$ cat src/rtl/fpx_pkg.sv
package fpx_pkg;

   localparam int STW   = 8;
   localparam int IDX_W = $clog2(STW);

   // status bit positions; order is the trap priority
   localparam int SB_BSUN  = 7;
   localparam int SB_SNAN  = 6;
   localparam int SB_OPERR = 5;
   localparam int SB_OVFL  = 4;
   localparam int SB_UNFL  = 3;
   localparam int SB_DZ    = 2;
   localparam int SB_INEX2 = 1;
   localparam int SB_INEX1 = 0;

   // accrued bit positions
   localparam int AB_IOP  = 7;
   localparam int AB_OVFL = 6;
   localparam int AB_UNFL = 5;
   localparam int AB_DZ   = 4;
   localparam int AB_INEX = 3;

   typedef enum logic [1:0] {
      FC_INT = 2'd0,
      FC_FLT = 2'd1,
      FC_GEN = 2'd2,
      FC_RSV = 2'd3
   } fmt_cls_e;

   localparam logic [STW-1:0] MASK_INT =
      (STW'(1) << SB_SNAN) | (STW'(1) << SB_OPERR) | (STW'(1) << SB_INEX2);
   localparam logic [STW-1:0] MASK_FLT =
      (STW'(1) << SB_SNAN) | (STW'(1) << SB_OVFL) |
      (STW'(1) << SB_UNFL) | (STW'(1) << SB_INEX2);

   typedef struct packed {
      logic bsun;
      logic invalid;
      logic ovfl;
      logic unfl;
      logic dz;
      logic inexact;
      logic inex1;
   } raw_flags_t;

   function automatic logic [STW-1:0] accrue_contrib(input logic [STW-1:0] st);
      logic [STW-1:0] c;
      c          = '0;
      c[AB_IOP]  = st[SB_BSUN] | st[SB_SNAN] | st[SB_OPERR];
      c[AB_OVFL] = st[SB_OVFL];
      c[AB_UNFL] = st[SB_UNFL] & st[SB_INEX2];
      c[AB_DZ]   = st[SB_DZ];
      c[AB_INEX] = st[SB_INEX1] | st[SB_INEX2] | st[SB_OVFL];
      return c;
   endfunction

endpackage

$ cat src/rtl/fpx_snan_detect.sv
module fpx_snan_detect #(
   parameter int EXP_W = 15,
   parameter int MAN_W = 64
) (
   input  logic [EXP_W-1:0] exp_f,
   input  logic [MAN_W-1:0] man_f,
   output logic             snan
);
   logic exp_ones;
   logic man_nz;

   assign exp_ones = &exp_f;
   assign man_nz   = |man_f;
   assign snan     = exp_ones & man_nz;
endmodule

$ cat src/rtl/fpx_status_map.sv
module fpx_status_map
   import fpx_pkg::*;
#(
   parameter bit HAS_GEN_CLASS = 1'b1
) (
   input  logic [1:0]     cls,
   input  raw_flags_t     raw,
   input  logic           snan,
   output logic [STW-1:0] status
);
   logic [STW-1:0] full;
   logic [STW-1:0] keep;

   always_comb begin
      full           = '0;
      full[SB_BSUN]  = raw.bsun;
      full[SB_SNAN]  = snan;
      full[SB_OPERR] = raw.invalid;
      full[SB_OVFL]  = raw.ovfl;
      full[SB_UNFL]  = raw.unfl;
      full[SB_DZ]    = raw.dz;
      full[SB_INEX2] = raw.inexact;
      full[SB_INEX1] = raw.inex1;
   end

   generate
      if (HAS_GEN_CLASS) begin : g_gen
         always_comb begin
            unique case (fmt_cls_e'(cls))
               FC_INT:  keep = MASK_INT;
               FC_FLT:  keep = MASK_FLT;
               FC_GEN:  keep = '1;
               default: keep = '0;
            endcase
         end
      end else begin : g_nogen
         always_comb begin
            unique case (fmt_cls_e'(cls))
               FC_INT:  keep = MASK_INT;
               FC_FLT:  keep = MASK_FLT;
               default: keep = '0;
            endcase
         end
      end
   endgenerate

   assign status = full & keep;
endmodule

$ cat src/rtl/fpx_accrue.sv
module fpx_accrue
   import fpx_pkg::*;
(
   input  logic           clk,
   input  logic           rst_n,
   input  logic           upd,
   input  logic           clr,
   input  logic [STW-1:0] status,
   output logic [STW-1:0] acc
);
   logic [STW-1:0] contrib;
   logic [STW-1:0] acc_q;
   logic [STW-1:0] acc_d;

   assign contrib = upd ? accrue_contrib(status) : '0;

   always_comb begin
      if (clr) acc_d = contrib;
      else     acc_d = acc_q | contrib;
   end

   always_ff @(posedge clk) begin
      if (!rst_n) acc_q <= '0;
      else        acc_q <= acc_d;
   end

   assign acc = acc_q;
endmodule

$ cat src/rtl/fpx_prio_enc.sv
module fpx_prio_enc #(
   parameter int N = 8,
   localparam int IW = (N > 1) ? $clog2(N) : 1
) (
   input  logic [N-1:0]  req,
   output logic          any,
   output logic [IW-1:0] idx
);
   logic [N-1:0] above;
   logic [N-1:0] grant;

   genvar i;
   generate
      for (i = 0; i < N; i++) begin : g_chain
         if (i == N-1) begin : g_top
            assign above[i] = 1'b0;
         end else begin : g_mid
            assign above[i] = above[i+1] | req[i+1];
         end
         assign grant[i] = req[i] & ~above[i];
      end
   endgenerate

   always_comb begin
      idx = '0;
      for (int k = 0; k < N; k++) begin
         if (grant[k]) idx = idx | IW'(k);
      end
   end

   assign any = |req;
endmodule

$ cat src/rtl/fpx_trap_arbiter.sv
module fpx_trap_arbiter
   import fpx_pkg::*;
#(
   parameter int EXP_W         = 15,
   parameter int MAN_W         = 64,
   parameter bit HAS_GEN_CLASS = 1'b1
) (
   input  logic             clk,
   input  logic             rst_n,
   input  logic             op_valid,
   input  logic [1:0]       fmt_cls,
   input  logic             flg_bsun,
   input  logic             flg_invalid,
   input  logic             flg_ovfl,
   input  logic             flg_unfl,
   input  logic             flg_dz,
   input  logic             flg_inexact,
   input  logic             flg_inex1,
   input  logic [EXP_W-1:0] src_exp,
   input  logic [MAN_W-1:0] src_man,
   input  logic [7:0]       trap_en,
   input  logic             acc_clr,
   output logic [7:0]       stat_byte,
   output logic [7:0]       acc_byte,
   output logic             trap_req,
   output logic [2:0]       trap_idx,
   output logic             addr_commit
);
   generate
      if (EXP_W < 2) begin : g_bad_exp
         $error("fpx_trap_arbiter: EXP_W must be at least 2");
      end
      if (MAN_W < 1) begin : g_bad_man
         $error("fpx_trap_arbiter: MAN_W must be at least 1");
      end
      if (IDX_W != 3) begin : g_bad_idx
         $error("fpx_trap_arbiter: status width must give a 3-bit index");
      end
   endgenerate

   raw_flags_t       raw;
   logic             snan;
   logic [STW-1:0]   stat_new;
   logic [STW-1:0]   armed;
   logic             hit;
   logic [IDX_W-1:0] hit_idx;

   logic [STW-1:0]   stat_q;
   logic             trap_q;
   logic [IDX_W-1:0] idx_q;
   logic             commit_q;

   assign raw = '{bsun:    flg_bsun,
                  invalid: flg_invalid,
                  ovfl:    flg_ovfl,
                  unfl:    flg_unfl,
                  dz:      flg_dz,
                  inexact: flg_inexact,
                  inex1:   flg_inex1};

   fpx_snan_detect #(.EXP_W(EXP_W), .MAN_W(MAN_W)) u_snan (
      .exp_f (src_exp),
      .man_f (src_man),
      .snan  (snan)
   );

   fpx_status_map #(.HAS_GEN_CLASS(HAS_GEN_CLASS)) u_map (
      .cls    (fmt_cls),
      .raw    (raw),
      .snan   (snan),
      .status (stat_new)
   );

   assign armed = stat_new & trap_en;

   fpx_prio_enc #(.N(STW)) u_prio (
      .req (armed),
      .any (hit),
      .idx (hit_idx)
   );

   fpx_accrue u_acc (
      .clk    (clk),
      .rst_n  (rst_n),
      .upd    (op_valid),
      .clr    (acc_clr),
      .status (stat_new),
      .acc    (acc_byte)
   );

   always_ff @(posedge clk) begin
      if (!rst_n) begin
         stat_q   <= '0;
         trap_q   <= 1'b0;
         idx_q    <= '0;
         commit_q <= 1'b0;
      end else begin
         trap_q   <= op_valid & hit;
         commit_q <= op_valid & ~hit;
         if (op_valid) begin
            stat_q <= stat_new;
            idx_q  <= hit ? hit_idx : '0;
         end
      end
   end

   assign stat_byte   = stat_q;
   assign trap_req    = trap_q;
   assign trap_idx    = idx_q;
   assign addr_commit = commit_q;
endmodule

$ cat config.mk
export PLATFORM = sky130hd
export DESIGN_NAME = fpx_trap_arbiter
export DESIGN_NICKNAME = d
export VERILOG_FILES = /design/src/rtl/fpx_pkg.sv /design/src/rtl/fpx_snan_detect.sv /design/src/rtl/fpx_status_map.sv /design/src/rtl/fpx_accrue.sv /design/src/rtl/fpx_prio_enc.sv /design/src/rtl/fpx_trap_arbiter.sv
export SDC_FILE = /design/constraint.sdc
export NUM_CORES = 1
export LEC_CHECK = 0
export ABC_AREA = 1
export BUFFER_PORTS_ARGS = -buffer_cell sky130_fd_sc_hd__buf_2
export CAP_MARGIN = 40
export CORE_ASPECT_RATIO = 1.4
export CORE_MARGIN = 4
export CORE_UTILIZATION = 34
export DETAILED_ROUTE_END_ITERATION = 6
export PLACE_DENSITY_LB_ADDON = 0.2
export SETUP_SLACK_MARGIN = 0.5
export SLEW_MARGIN = 15
export SYNTH_ARGS = -nofsm -noshare
export SYNTH_HDL_FRONTEND = slang
export SYNTH_SLANG_ARGS = --single-unit
$ cat constraint.sdc
create_clock -name clk -period 1.6 [get_ports clk]
set_input_delay 0.08 -clock clk [delete_from_list [all_inputs] [get_ports clk]]
set_output_delay 0.08 -clock clk [all_outputs]
set_load 0.1 [all_outputs]
==> results <==
- The first TritonRoute pass finished after 4 iterations.
- At the worst endpoint, the arrival time is 1280 ps.
- After synthesis the netlist holds a flip-flop and latch count of 18.
- The highest achievable clock rate is 880.5 MHz.
- The largest single stage delay on the critical path is 140 ps.
- Walking the worst path, the cells encountered are buf_2 > nor2_2 > nand2_1 > nor2_1 > nand2_1 > nor2_2 > nand2_2 > nand3_4 > nand2_4 > nor2_4 > nand2_2 > nand2_2 > inv_2 > nand2_2 > nand2_1.
- The Yosys step of the flow raised 0 warnings.
- The final setup violation count is 0.
- For this run, the post-layout net count is 415.
- The die covers 4255 µm².
- The critical path endpoint category is a register.
- The initial antenna violation count is 0.
- In the finished design, the share of the clock period the worst path needs comes to 0.7098.
- The worst hold path begins at flg_bsun.
- Setup repair after global routing could not meet its margin everywhere.
- Of the total power, the share spent switching nets is 0.3536.
- The total internal power is 861.8 µW.
- Along the worst path, the maximum fanout reaches 3.
- The final-report hold violation count is 0.
- The number of antenna repair diodes is 0.
- The synthesized-area fraction occupied by ao, oa, aoi and oai cells is 0.1026.
- The run finished with clean final reports.
- The area of the mapped netlist is 1110 µm².
- After detailed routing, the number of remaining DRC violations is 0.
- In this run the deepest clock path goes through 2 buffers.
- The per-cell routed wire length is 12.37 µm.
- After floorplanning, the core was divided into 24 placement rows.
- The largest clock skew in the final design is 0 ps.
- The worst-case IR drop observed on VDD is 0.0005444 V.
- The shortest period the worst path allows is 1136 ps.
- In this run the critical register-to-register path is captured at u_acc.acc[3]$_SDFF_PN0_.
- The overall global routing resource usage is 0.1918.
- The parity-gate share of the synthesized area counting xor and xnor cells is 0.
- Leaving out fill and tap cells, the most frequent cells in the layout are buf_2 (100), nand2_1 (50), nor2_1 (33).
- The first global-routing pass estimated between 6 and 7 mm of wire.
- In this run the static leakage power is 1.036 nW.
- In this run the number of H-tree levels came out at 1.
- The setup TNS after final layout is 0 ps.
- The share of synthesized cell area in and, or, nand and nor gates is 0.4690.
- The unique cell type count in the Yosys netlist is 22.
- The part of the Yosys area used for sequential elements is 0.3247.
- The TritonCTS clock tree is built.
- Of the total power, registers draw 0.359.
- The core region is 3123 µm².
- The final count of pins violating max slew is 0.
- The fraction of final layout cells sized beyond drive strength 1 is 0.5705.
- The clock reaches the later pin of the worst-skew pair after 240 ps.
- The largest family of logic cells by synthesized area is simple AND/OR/NAND/NOR gates.
- The number of DRC markers in iteration 0 is 31.
- The number of buffers added on ports is 117.
- Once detail routing completed, the nets flagged for antenna violations numbered 0.
- By startpoint and endpoint, the worst setup path is classified as in2reg.
- The cell repeated most along the worst path is nand2_2.
- The max-slew headroom at the worst pin is 0.6501.
- For flop-to-flop paths, the worst setup slack is 940 ps.
- The worst hold path belongs to the class in2reg.
- The total I/O pin count is about 120.
- Of the total power, combinational logic draws 0.365.
- The floorplan step set the die width to ~56 µm.
- The die height is 75.60 µm.
- The number of instances in the synthesized netlist is 187.
- The relative contribution of the clock network to total power is 0.276.
- The number of global-route vias before repair is 1,649.
- The cell count of the worst reg-to-reg path is 2.
- The transition at the pin with the smallest max-transition slack is approximately 520 ps.
- The slowest stage of the critical path belongs to the cell nor2_4.
- Each instance of the synthesized netlist takes up on average 5.935 µm².
- The clock tree root buffer cell is clkbuf_8.
- The worst-case hold slack is 128.7 ps.
- Entering global routing, the biggest net connects 11 pins.
- The post-DP HPWL is between 3 and 4 mm.
- Along the worst hold path, the cell count comes to 3.
- The congestion estimate from routability-driven global placement came to 0.7430.
- The worst flop-to-flop path startpoint is u_acc.acc[3]$_SDFF_PN0_.
- The most common cell after layout, fill and taps aside is buf_2.
- For this design, the sink count on the clock tree is 18.
- The power spent charging and discharging nets is 471.3 µW.
- The total via count after detailed routing is between 1,500 and 2,000.
- At the worst endpoint, the required time is around 1800 ps.
- The sort of element at the start of the critical path is an input port.
- The total of hold buffers inserted after clock tree synthesis is 0.
- The reported max-cap violation count is 0.
- The clock input transition at the sequential cells of the worst setup and hold paths is 70 ps.
- The total overflow left after global routing is 0.
- The total wire length is about 4.3 mm.
- Relative to the synthesized area, the layout overhead comes to 84.55%.
- After synthesis, the share of cell area in mux cells is 0.
- Dividing the detail-routed via count by the number of cells gives between 4 and 5.
- The initial utilization of the core area, before any placement, comes to 0.3554.
- For this design the ratio of total power to cell area is 650.9 nW/µm².
- The total CTS buffers is 3.
- The sink of the worst hold path is stat_byte[7]$_SDFFE_PN0P_.
- Of the total synthesized cell area, the portion taken by full adders, half adders and majority gates is 0.02255.
[per-stage QoR]
stage          cells  power [mW]  utilization  area, µm²  setup slack (ps)
2_1_floorplan    189      0.7690            -       1179             438.2
3_3_place_gp     342      0.9268       0.5733       1790             195.6
3_5_place_dp     342      0.9303       0.5733       1790             169.6
4_1_cts          351       1.297       0.6110       1908             469.2
5_1_grt          351       1.394       0.6558       2048             333.7
6_report         351       1.333       0.6558       2048             464.3
[power groups by stage]
| stage | sequential (mW) | clock [mW] | combinational [mW] |
|---|---|---|---|
| after floorplan | 0.626 | 0 | 0.143 |
| final | 0.479 | 0.368 | 0.487 |
| after detailed placement | 0.488 | 0 | 0.442 |
| after CTS | 0.478 | 0.363 | 0.456 |
| after global placement | 0.488 | 0 | 0.439 |
| after global routing | 0.480 | 0.389 | 0.525 |
[sequential cells by signal (all words and copies together) (netlist names)]
register / flops
addr_commit: 1
stat_byte: 8
trap_idx: 3
trap_req: 1
u_acc.acc: 5
[synthesized netlist by cell type (all sizes together)]
library cell / count / area (µm²)
a21oi: 11 / 55.05
a22oi: 1 / 7.510
a311oi: 1 / 8.760
buf: 3 / 22.52
clkinv: 1 / 3.750
conb: 1 / 3.750
dfxtp: 18 / 360.4
ha: 2 / 25.02
inv: 16 / 60.05
nand2: 56 / 217.7
nand3: 7 / 40.04
nand4: 7 / 43.79
nor2: 52 / 202.7
nor3: 2 / 10.01
nor4: 1 / 6.260
o211ai: 1 / 7.510
o21ai: 7 / 35.03
[cells by family after synthesis]
kind of cell               count (synthesis)
AOI/OAI and AO/OA                         21
adders and majority gates                  2
buffers and inverters                     20
DFF                                       18
other                                      1
and+or+nand+nor                          125
[worst max-delay path by stage]
stage	start	depth (start not counted)	to	slack (ps)
4_1_cts	src_man[47]	15	trap_idx[0]$_SDFFE_PN0P_	470
3_5_place_dp	fmt_cls[0]	12	trap_idx[0]$_SDFFE_PN0P_	170
3_3_place_gp	fmt_cls[0]	12	trap_idx[0]$_SDFFE_PN0P_	200
2_1_floorplan	fmt_cls[0]	11	trap_idx[0]$_SDFFE_PN0P_	440
5_1_grt	src_man[3]	15	trap_idx[0]$_SDFFE_PN0P_	330
6_report	src_man[3]	15	trap_idx[0]$_SDFFE_PN0P_	460
[cell type report]
cell class                      instances  area, µm²
Clock buffer                            4      55.05
Timing Repair Buffer                  122      695.7
Tap cell                               39      48.80
Inverter                               17      78.83
Fill cell                             321       1075
Multi-Input combinational cell        151      789.5
Sequential cell                        18      380.4
[per-layer routing]
layer,GRT usage,routed length (µm)
met5,0,0
met4,0.05805,42
met3,0.06949,455
met1,0.1852,1431
met2,0.3810,2412
[worst max-delay path, delay by kind of cell]
family / cells / cell delay [ps]
buf+inv: 2 / 150
simple gates: 13 / 1070
[what timing repair did]
item / 4_1_cts / 5_1_grt
endpoints found under the setup margin: 2 / 16
buffers inserted: 5 / 0
resized for setup: 7 / 41
pin swaps: 5 / 32
No activity file was read; power rests on OpenSTA's default activity.
